## config.mk

```make
export PLATFORM = sky130hd
export DESIGN_NAME = bank_strobe_dec
export DESIGN_NICKNAME = d
export VERILOG_FILES = /design/src/rtl/bank_strobe_pkg.sv /design/src/rtl/bank_strobe_ctl.sv /design/src/rtl/bank_strobe_dp.sv /design/src/rtl/bank_strobe_dec.sv
export SDC_FILE = /design/constraint.sdc
export NUM_CORES = 1
export LEC_CHECK = 0
export ABC_AREA = 1
export BUFFER_PORTS_ARGS = -buffer_cell sky130_fd_sc_hd__buf_2
export CELL_PAD_IN_SITES_DETAIL_PLACEMENT = 0
export CELL_PAD_IN_SITES_GLOBAL_PLACEMENT = 1
export CORE_MARGIN = 10
export CORE_UTILIZATION = 35
export CTS_BUF_LIST = sky130_fd_sc_hd__clkbuf_4 sky130_fd_sc_hd__clkbuf_8
export CTS_CLUSTER_DIAMETER = 120
export DETAILED_ROUTE_END_ITERATION = 10
export GPL_ROUTABILITY_DRIVEN = 1
export MAX_ROUTING_LAYER = met4
export PLACE_DENSITY_LB_ADDON = 0.1
export SLEW_MARGIN = 20
export SYNTH_ARGS = -nofsm -noshare
export SYNTH_HDL_FRONTEND = slang
export SYNTH_SLANG_ARGS = --single-unit
```

## constraint.sdc

```tcl
create_clock -name clk -period 1.9 [get_ports clk]
set_input_delay 0.095 -clock clk [delete_from_list [all_inputs] [get_ports clk]]
set_output_delay 0.095 -clock clk [all_outputs]
set_load 0.01 [all_outputs]
```

## src/rtl/bank_strobe_pkg.sv

```systemverilog
package bank_strobe_pkg;
  localparam int NUM_BANKS = 4;
  localparam int BANK_W = $clog2(NUM_BANKS);
  localparam int CFG_W = 3;

  typedef enum logic [CFG_W-1:0] {
    GRP_ALL      = 3'b000,
    GRP_PAIR     = 3'b001,
    GRP_SINGLE   = 3'b010,
    GRP_ALL_ROWS = 3'b011
  } grpMode_e;

  typedef struct packed {
    logic              accessEn;
    logic              refreshEn;
    logic [BANK_W-1:0] bank;
  } strobeCtl_t;
endpackage

```

## src/rtl/bank_strobe_ctl.sv

```systemverilog
module bank_strobe_ctl
  import bank_strobe_pkg::*;
(
  input  logic              clk,
  input  logic              rstN,
  input  logic              accessActive,
  input  logic              refreshActive,
  input  logic [BANK_W-1:0] bankAddr,
  output strobeCtl_t        ctl
);
  logic              accessPrev;
  logic [BANK_W-1:0] bankHeld;
  logic              accessStart;

  assign accessStart = accessActive && !accessPrev;

  always_ff @(posedge clk or negedge rstN) begin
    if (!rstN) begin
      accessPrev <= 1'b0;
      bankHeld   <= '0;
    end else begin
      accessPrev <= accessActive;
      if (accessStart) bankHeld <= bankAddr;
    end
  end

  always_comb begin
    ctl.accessEn  = accessActive;
    ctl.refreshEn = refreshActive;
    ctl.bank      = accessStart ? bankAddr : bankHeld;
  end


  bank_hold_chk: assert property (@(posedge clk) disable iff (!rstN)
    (accessActive && accessPrev) |-> (ctl.bank == bankHeld));
endmodule

```

## src/rtl/bank_strobe_dp.sv

```systemverilog
module bank_strobe_dp
  import bank_strobe_pkg::*;
(
  input  logic                 clk,
  input  logic                 rstN,
  input  strobeCtl_t           ctl,
  input  logic [CFG_W-1:0]     cfgMode,
  input  logic [NUM_BANKS-1:0] byteEn,
  output logic [NUM_BANKS-1:0] rasOut,
  output logic [NUM_BANKS-1:0] casOut,
  output logic                 scrubEn
);
  grpMode_e             modeEff;
  logic [NUM_BANKS-1:0] selMask;
  logic [NUM_BANKS-1:0] rasNext;
  logic [NUM_BANKS-1:0] casNext;

  // Reserved codes fold onto the all-bank code.
  assign modeEff = cfgMode[CFG_W-1] ? GRP_ALL : grpMode_e'(cfgMode);
  assign scrubEn = (modeEff != GRP_ALL_ROWS);

  always_comb begin
    selMask = '0;
    unique case (modeEff)
      GRP_PAIR: begin
        for (int i = 0; i < NUM_BANKS; i++)
          selMask[i] = (i / 2 == int'(ctl.bank[BANK_W-1]));
      end
      GRP_SINGLE: selMask[ctl.bank] = 1'b1;
      default:    selMask = '1;
    endcase
  end

  always_comb begin
    if (ctl.refreshEn) begin
      rasNext = '1;
      casNext = scrubEn ? '1 : '0;
    end else if (ctl.accessEn) begin
      rasNext = selMask;
      casNext = selMask & byteEn;
    end else begin
      rasNext = '0;
      casNext = '0;
    end
  end

  always_ff @(posedge clk or negedge rstN) begin
    if (!rstN) begin
      rasOut <= '0;
      casOut <= '0;
    end else begin
      rasOut <= rasNext;
      casOut <= casNext;
    end
  end


  cas_within_ras_chk: assert property (@(posedge clk) disable iff (!rstN)
    (casOut & ~rasOut) == '0);

  refresh_all_rows_chk: assert property (@(posedge clk) disable iff (!rstN)
    ctl.refreshEn |=> (rasOut == '1));

  rowonly_refresh_chk: assert property (@(posedge clk) disable iff (!rstN)
    (ctl.refreshEn && !scrubEn) |=> (casOut == '0));

  single_onehot_chk: assert property (@(posedge clk) disable iff (!rstN)
    (ctl.accessEn && !ctl.refreshEn && cfgMode == GRP_SINGLE) |=> ($countones(rasOut) == 1));

  idle_quiet_chk: assert property (@(posedge clk) disable iff (!rstN)
    (!ctl.accessEn && !ctl.refreshEn) |=> (rasOut == '0 && casOut == '0));
endmodule

```

## src/rtl/bank_strobe_dec.sv

```systemverilog
module bank_strobe_dec
  import bank_strobe_pkg::*;
(
  input  logic       clk,
  input  logic       rstN,
  input  logic       accessActive,
  input  logic       refreshActive,
  input  logic [2:0] cfgMode,
  input  logic [1:0] bankAddr,
  input  logic [3:0] byteEn,
  output logic [3:0] rasOut,
  output logic [3:0] casOut,
  output logic       scrubEn
);
  strobeCtl_t ctl;

  bank_strobe_ctl u_ctl (
    .clk(clk), .rstN(rstN), .accessActive(accessActive),
    .refreshActive(refreshActive), .bankAddr(bankAddr), .ctl(ctl)
  );

  bank_strobe_dp u_dp (
    .clk(clk), .rstN(rstN), .ctl(ctl), .cfgMode(cfgMode), .byteEn(byteEn),
    .rasOut(rasOut), .casOut(casOut), .scrubEn(scrubEn)
  );


  held_access_stable_chk: assert property (@(posedge clk) disable iff (!rstN)
    (accessActive && $past(accessActive) && !refreshActive && !$past(refreshActive)
     && $stable(cfgMode) && $stable(byteEn)) |=> $stable(rasOut));
endmodule

```

==> results of run 1 <==
==> timing repair <==
| action | CTS | global route |
|---|---|---|
| hold buffers | 1 | 0 |
| buffers inserted | 0 | 0 |
| endpoints found under the hold margin | 11 | 0 |
==> metal layers <==
metal,up-vias,part of all wire (%),track usage [%]
met2,19,42,12.4
met4,0,3.2,5.73
li1,265,-,-
met3,4,7.2,1.86
met5,-,0,-
met1,228,47,9.91
==> tightest hold or removal path, delay by kind of cell <==
kind / cells / cell delay (ns)
buffers and inverters: 1 / 0.09
and+or+nand+nor: 2 / 0.11
==> cell usage in the layout (no fill, tap or decap) <==
cell           count
nand2_1           25
clkbuf_4           4
dfrtp_1           11
inv_2              3
nand3_1            4
nand3_2            2
nor2_4             1
buf_2             21
ha_1               3
nand2_2            4
dlygate4sd3_1      1
inv_1             10
nand2_4            2
a21oi_2            3
nand4_1            2
clkinv_1           1
==> where the power goes <==
| group | switching [W] | internal, W | leakage, nW | total [W] |
|---|---|---|---|---|
| registers | 0.00000764 | 0.000254 | 0.127 | 0.000262 |
| clock network | 0.0000797 | 0.0000955 | 0.0184 | 0.000175 |
| logic | 0.0000763 | 0.0000476 | 0.286 | 0.000124 |
| total | 0.000164 | 0.000397 | 0.431 | 0.000561 |
==> state kept, by name, indices dropped and copies added, names as in the netlist <==
signal / cells
u_dp.casOut: 4
u_dp.rasOut: 4
u_ctl.accessPrev: 1
u_ctl.bankHeld: 2
==> kinds of logic (layout without fill, tap and decap cells) <==
kind of cell / after synthesis / in the layout / synth area share (%)
AOI/OAI and AO/OA: 3 / 3 / 4.32
adders and majority gates: 3 / 3 / 6.17
buffers and inverters: 15 / 40 / 10.5
DFF: 11 / 11 / 45.3
and+or+nand+nor: 40 / 40 / 33.7
==> per-stage QoR <==
| step | setup slack, ns | total power, W |
|---|---|---|
| global placement | 0.751 | 0.000390 |
| finish | 0.735 | 0.000561 |
| floorplan | 0.818 | 0.000347 |
| CTS | 0.723 | 0.000571 |
| global route | 0.614 | 0.000601 |
| detailed placement | 0.727 | 0.000392 |
==> worst paths after layout <==
| path | start | end | slack (ns) | cells after the start |
|---|---|---|---|---|
| setup / recovery | u_ctl.accessPrev | u_dp.casOut[3] | 0.74 | 8 |
| hold / removal | byteEn[0] | u_dp.casOut[0] | 0.07 | 3 |
| setup reg to reg | u_ctl.accessPrev | u_dp.casOut[3] | 0.74 | 8 |
| hold reg to reg | u_ctl.bankHeld[1] | u_ctl.bankHeld[1] | 0.56 | 2 |
| max in group asynchronous | rstN | u_ctl.accessPrev | 1.47 | 2 |
| min in group asynchronous | rstN | u_dp.casOut[0] | 0.22 | 2 |
==> layout make-up <==
type / count / area (sq um) / area share, %
multi-input cells: 46 / 269 / 35.2
clock buffers: 4 / 30.0 / 3.93
well taps: 17 / 21.3 / 2.79
inverters: 14 / 52.6 / 6.89
flip-flops and latches: 11 / 275 / 36.1
repair buffers: 22 / 115 / 15.1
==> results_dict.tcl, run 1 <==
set metrics [dict create \
    status "completed" \
    synth_top_area_share_pct 45.3 \
    die-height_um 61.7 \
    hold_viol 0 \
    antenna_found_initial 0 \
    mappedNetlistArea_sq_um 608 \
    utilization_pct 45.2 \
    rsz0062_at_grt "false" \
    grt-ovfl-total 0 \
    grt_pass1_vias 514 \
    cpPeakStageDelay_ns 0.42 \
    synth-seq-cells 11 \
    worst_setup_path_start_kind "flip-flop" \
    synth.most_common_cell "nand2_1" \
    p_leak_nw 0.431 \
    ys.flop_type "dfrtp_1" \
    required_ns 2.06 \
    io_pins 22 \
    maxCapViolCount 0 \
    ir_worst_vdd_mv 0.254 \
    crit_fanout 5 \
    crit_chain "inv_2, nand2_2, nand2_4, nand2_4, a21oi_2, nand2_1, nand2_2, a21oi_2" \
    whs_ns 0.0694 \
    slew_viol_final 0 \
    die_area_sq_um 3800 \
    grt_max_degree 12 \
    cts-buffers-inserted 3 \
    core_area_sq_um 1690 \
    fin_crit_ns 1.16 \
    cts.clk_slew.worst_paths_ns 0.07 \
    min_period_over_period_pct 61.3 \
    track_usage_pct 8.41 \
    vias_per_cell 4.53 \
    arrival_ns 1.32 \
    antenna_left 0 \
    hpwlAfterDp_mm 1.10 \
    slew-limit-headroom_pct 80.8 \
    worstSetupEndpointType "flip-flop" \
    cts_tree "yes" \
    initial_core_util_pct 36.0 \
    dr.first_iter.drc_count 3 \
    gp_congestion 0.772 \
    wl_per_cell_um 11.9 \
    p_per_area_nw_per_um2 735 \
    cp_num_buf_inv 1 \
    ys_seq_area_share_pct 45.3 \
    worst_pin_slew_ns 0.287 \
    crit_type "flip-flop to flip-flop" \
    synth_cells 72 \
    clock-root-buffer "clkbuf_4" \
    clk_path_buf_depth 2 \
    critPathSlowestCell "dfrtp_1" \
    layout.nets 114 \
    yosys.cell_types.count 14 \
    fin_cells 114 \
    fillers 169 \
    rows 15 \
    grt_pass1_wl_mm 2.27 \
    synth-edff-count 0 \
    ys_top_cells_by_count "nand2_1, dfrtp_1, inv_1" \
    wl_mm 1.35 \
    syn-num-nets 88 \
    drive_above_1_share_pct 41.2 \
    syn_avg_cell_area_sq_um 8.45 \
    finClkSkew_ns 0.00663 \
    hp-class "input port to flip-flop" \
    clkLatencyLatePin_ns 0.27 \
    final-setup-viol-count 0 \
    fin_area_sq_um 763 \
    dp.cells 109 \
    setup_tns_ns 0 \
    synth_area_leaders "dfrtp_1, nand2_1, ha_1" \
    placed_area_sq_um 723 \
    cpLargestDelayFamily "flip-flops" \
    portBuffers 21 \
    die_width_um 61.7 \
    vias 516 \
    fmax_mhz 859 \
    ys_warn_count 0 \
    async_flop_share_pct 100 \
    synth_top_area_cell "dfrtp_1" \
    cts-htree-levels 1 \
    dr.pass1.iters 4 \
    drc 0 \
    antenna_cells 0 \
    area_delta_synth_final_pct 25.5 \
    cts.sinks 11 \
    cts_resized 0 \
]
(Power assumes the default switching activity.)
==> run 2, diff against run 1 <==
CORE_UTILIZATION = 32   (was 35)
clock period = 0.9 ns   (was 1.9 ns; I/O delays follow)
==> results_dict.tcl, run 2 (synthesis results as in run 1) <==
set metrics [dict create \
    status "complete, but fails checks" \
    violations "negative setup slack" \
    utilization_pct 46.5 \
    cts.clk_slew.worst_paths_ns 0.07 \
    crit_type "flip-flop to flip-flop" \
    worst_setup_path_start_kind "flip-flop" \
    grt-ovfl-total 0 \
    core_area_sq_um 1760 \
    grt_pass1_vias 540 \
    die-height_um 63.6 \
    worstSetupEndpointType "flip-flop" \
    track_usage_pct 7.87 \
    p_leak_nw 0.452 \
    p_total_w 0.00120 \
    worst_pin_slew_ns 0.248 \
    ir_worst_vdd_mv 0.773 \
    antenna_left 0 \
    reg2reg_depth 8 \
    cts_tree "yes" \
    cts-buffers-inserted 3 \
    dp.cells 119 \
    required_ns 1.06 \
    dr.pass1.iters 4 \
    wl_met3_um 72 \
    fillers 181 \
    die_area_sq_um 4040 \
    die_width_um 63.6 \
    layout_commonest_cell "nand2_1" \
    cts.sinks 11 \
    antenna_found_initial 0 \
    drc 0 \
    min_path_cells 3 \
    crit_fanout 5 \
    drive_above_1_share_pct 46.0 \
    vias 507 \
    post_cts_buffers 0 \
    portBuffers 21 \
    vias_per_cell 4.06 \
    dr.first_iter.drc_count 4 \
    layout.nets 117 \
    fmax_mhz 863 \
    post-place-ws_ns -0.247 \
    finClkSkew_ns 0.00198 \
    arrival_ns 1.32 \
    final.setup.worst_slack_ns -0.258 \
    io_pins 22 \
    layout_common_cells "nand2_1, buf_2, dfrtp_1" \
    route.met2.wl_um 589 \
    min_period_over_period_pct 129 \
    reg.largest.list "u_dp.casOut: 4 flops, u_dp.rasOut: 4 flops, u_ctl.bankHeld: 2 flops" \
    antenna_cells 0 \
    clk_path_buf_depth 2 \
    hp-class "input port to flip-flop" \
    slew_viol_final 0 \
    gp_congestion 0.747 \
    clkLatencyLatePin_ns 0.26 \
    drt-met1-wl_um 664 \
    hpwlAfterDp_mm 1.11 \
    fin_crit_ns 1.16 \
    wl_per_cell_um 10.8 \
    highest_layer "met4" \
    fin_cells 125 \
    hold_viol 0 \
    final-setup-viol-count 8 \
    initial_core_util_pct 34.5 \
    cts-htree-levels 1 \
    rows 15 \
    rsz0062_at_grt "true" \
    ff_latch_area_sq_um 275 \
    clock-root-buffer "clkbuf_4" \
    area_delta_synth_final_pct 35.0 \
    grt_max_degree 12 \
    slew-limit-headroom_pct 83.4 \
    wl_mm 1.35 \
    maxCapViolCount 0 \
    multi_input_area_sq_um 292 \
    grt_pass1_wl_mm 2.44 \
    p_per_area_nw_per_um2 1460 \
]
## run 2: stage by stage
stage / hold slack (ns) / TNS [ns] / cell area, sq um
2_1_floorplan: -0.251 / -1.19 / 618
3_3_place_gp: -0.0696 / -1.63 / 758
3_5_place_dp: -0.0693 / -1.70 / 758
4_1_cts: 0.0259 / -1.84 / 813
5_1_grt: 0.0311 / -2.64 / 821
6_report: 0.0304 / -1.87 / 821
## run 2: worst paths after layout
kind | startpoint | to | slack [ns]
worst min register to register | u_ctl.bankHeld[0] | u_ctl.bankHeld[0] | 0.53
worst min-delay path | byteEn[1] | u_dp.casOut[1] | 0.03
min in group asynchronous | rstN | u_dp.rasOut[0] | 0.17
worst max register to register | u_ctl.accessPrev | u_dp.casOut[2] | -0.26
worst max-delay path | u_ctl.accessPrev | u_dp.casOut[2] | -0.26
max in group asynchronous | rstN | u_dp.rasOut[2] | 0.53
## run 2: critical path: stages (launching register included)
cell	delay, ns
dfrtp_1	0.41
inv_2	0.10
nand2_4	0.06
nand2_4	0.07
nand2_4	0.07
a21oi_2	0.13
nand2_1	0.08
nand2_2	0.08
a21oi_2	0.05
## run 2: metal layers
metal  up-vias  global-route usage [%]
li1        274                       -
met2        18                    10.6
met1       213                    9.35
met3         2                    2.83
met5         -                       -
met4         0                    5.74
## run 2: area by class of cell
| class | count | area share, % |
|---|---|---|
| multi-input cells | 46 | 35.5 |
| flip-flops and latches | 11 | 33.5 |
| repair buffers | 25 | 17.1 |
| inverters | 14 | 6.40 |
| well taps | 25 | 3.81 |
| clock buffers | 4 | 3.66 |
## run 2: where the power goes
| group | total, W | internal (W) | switching, W |
|---|---|---|---|
| Sequential | 0.000552 | 0.000536 | 0.0000156 |
| Clock | 0.000365 | 0.000202 | 0.000163 |
| Combinational | 0.000283 | 0.000113 | 0.000170 |
## run 2: what timing repair did
item / CTS / global route
gates resized for setup: 1 / 2
hold buffers: 2 / 0
endpoints found under the setup margin: 8 / 9
pin swaps: 2 / 0
endpoints found under the hold margin: 12 / 0
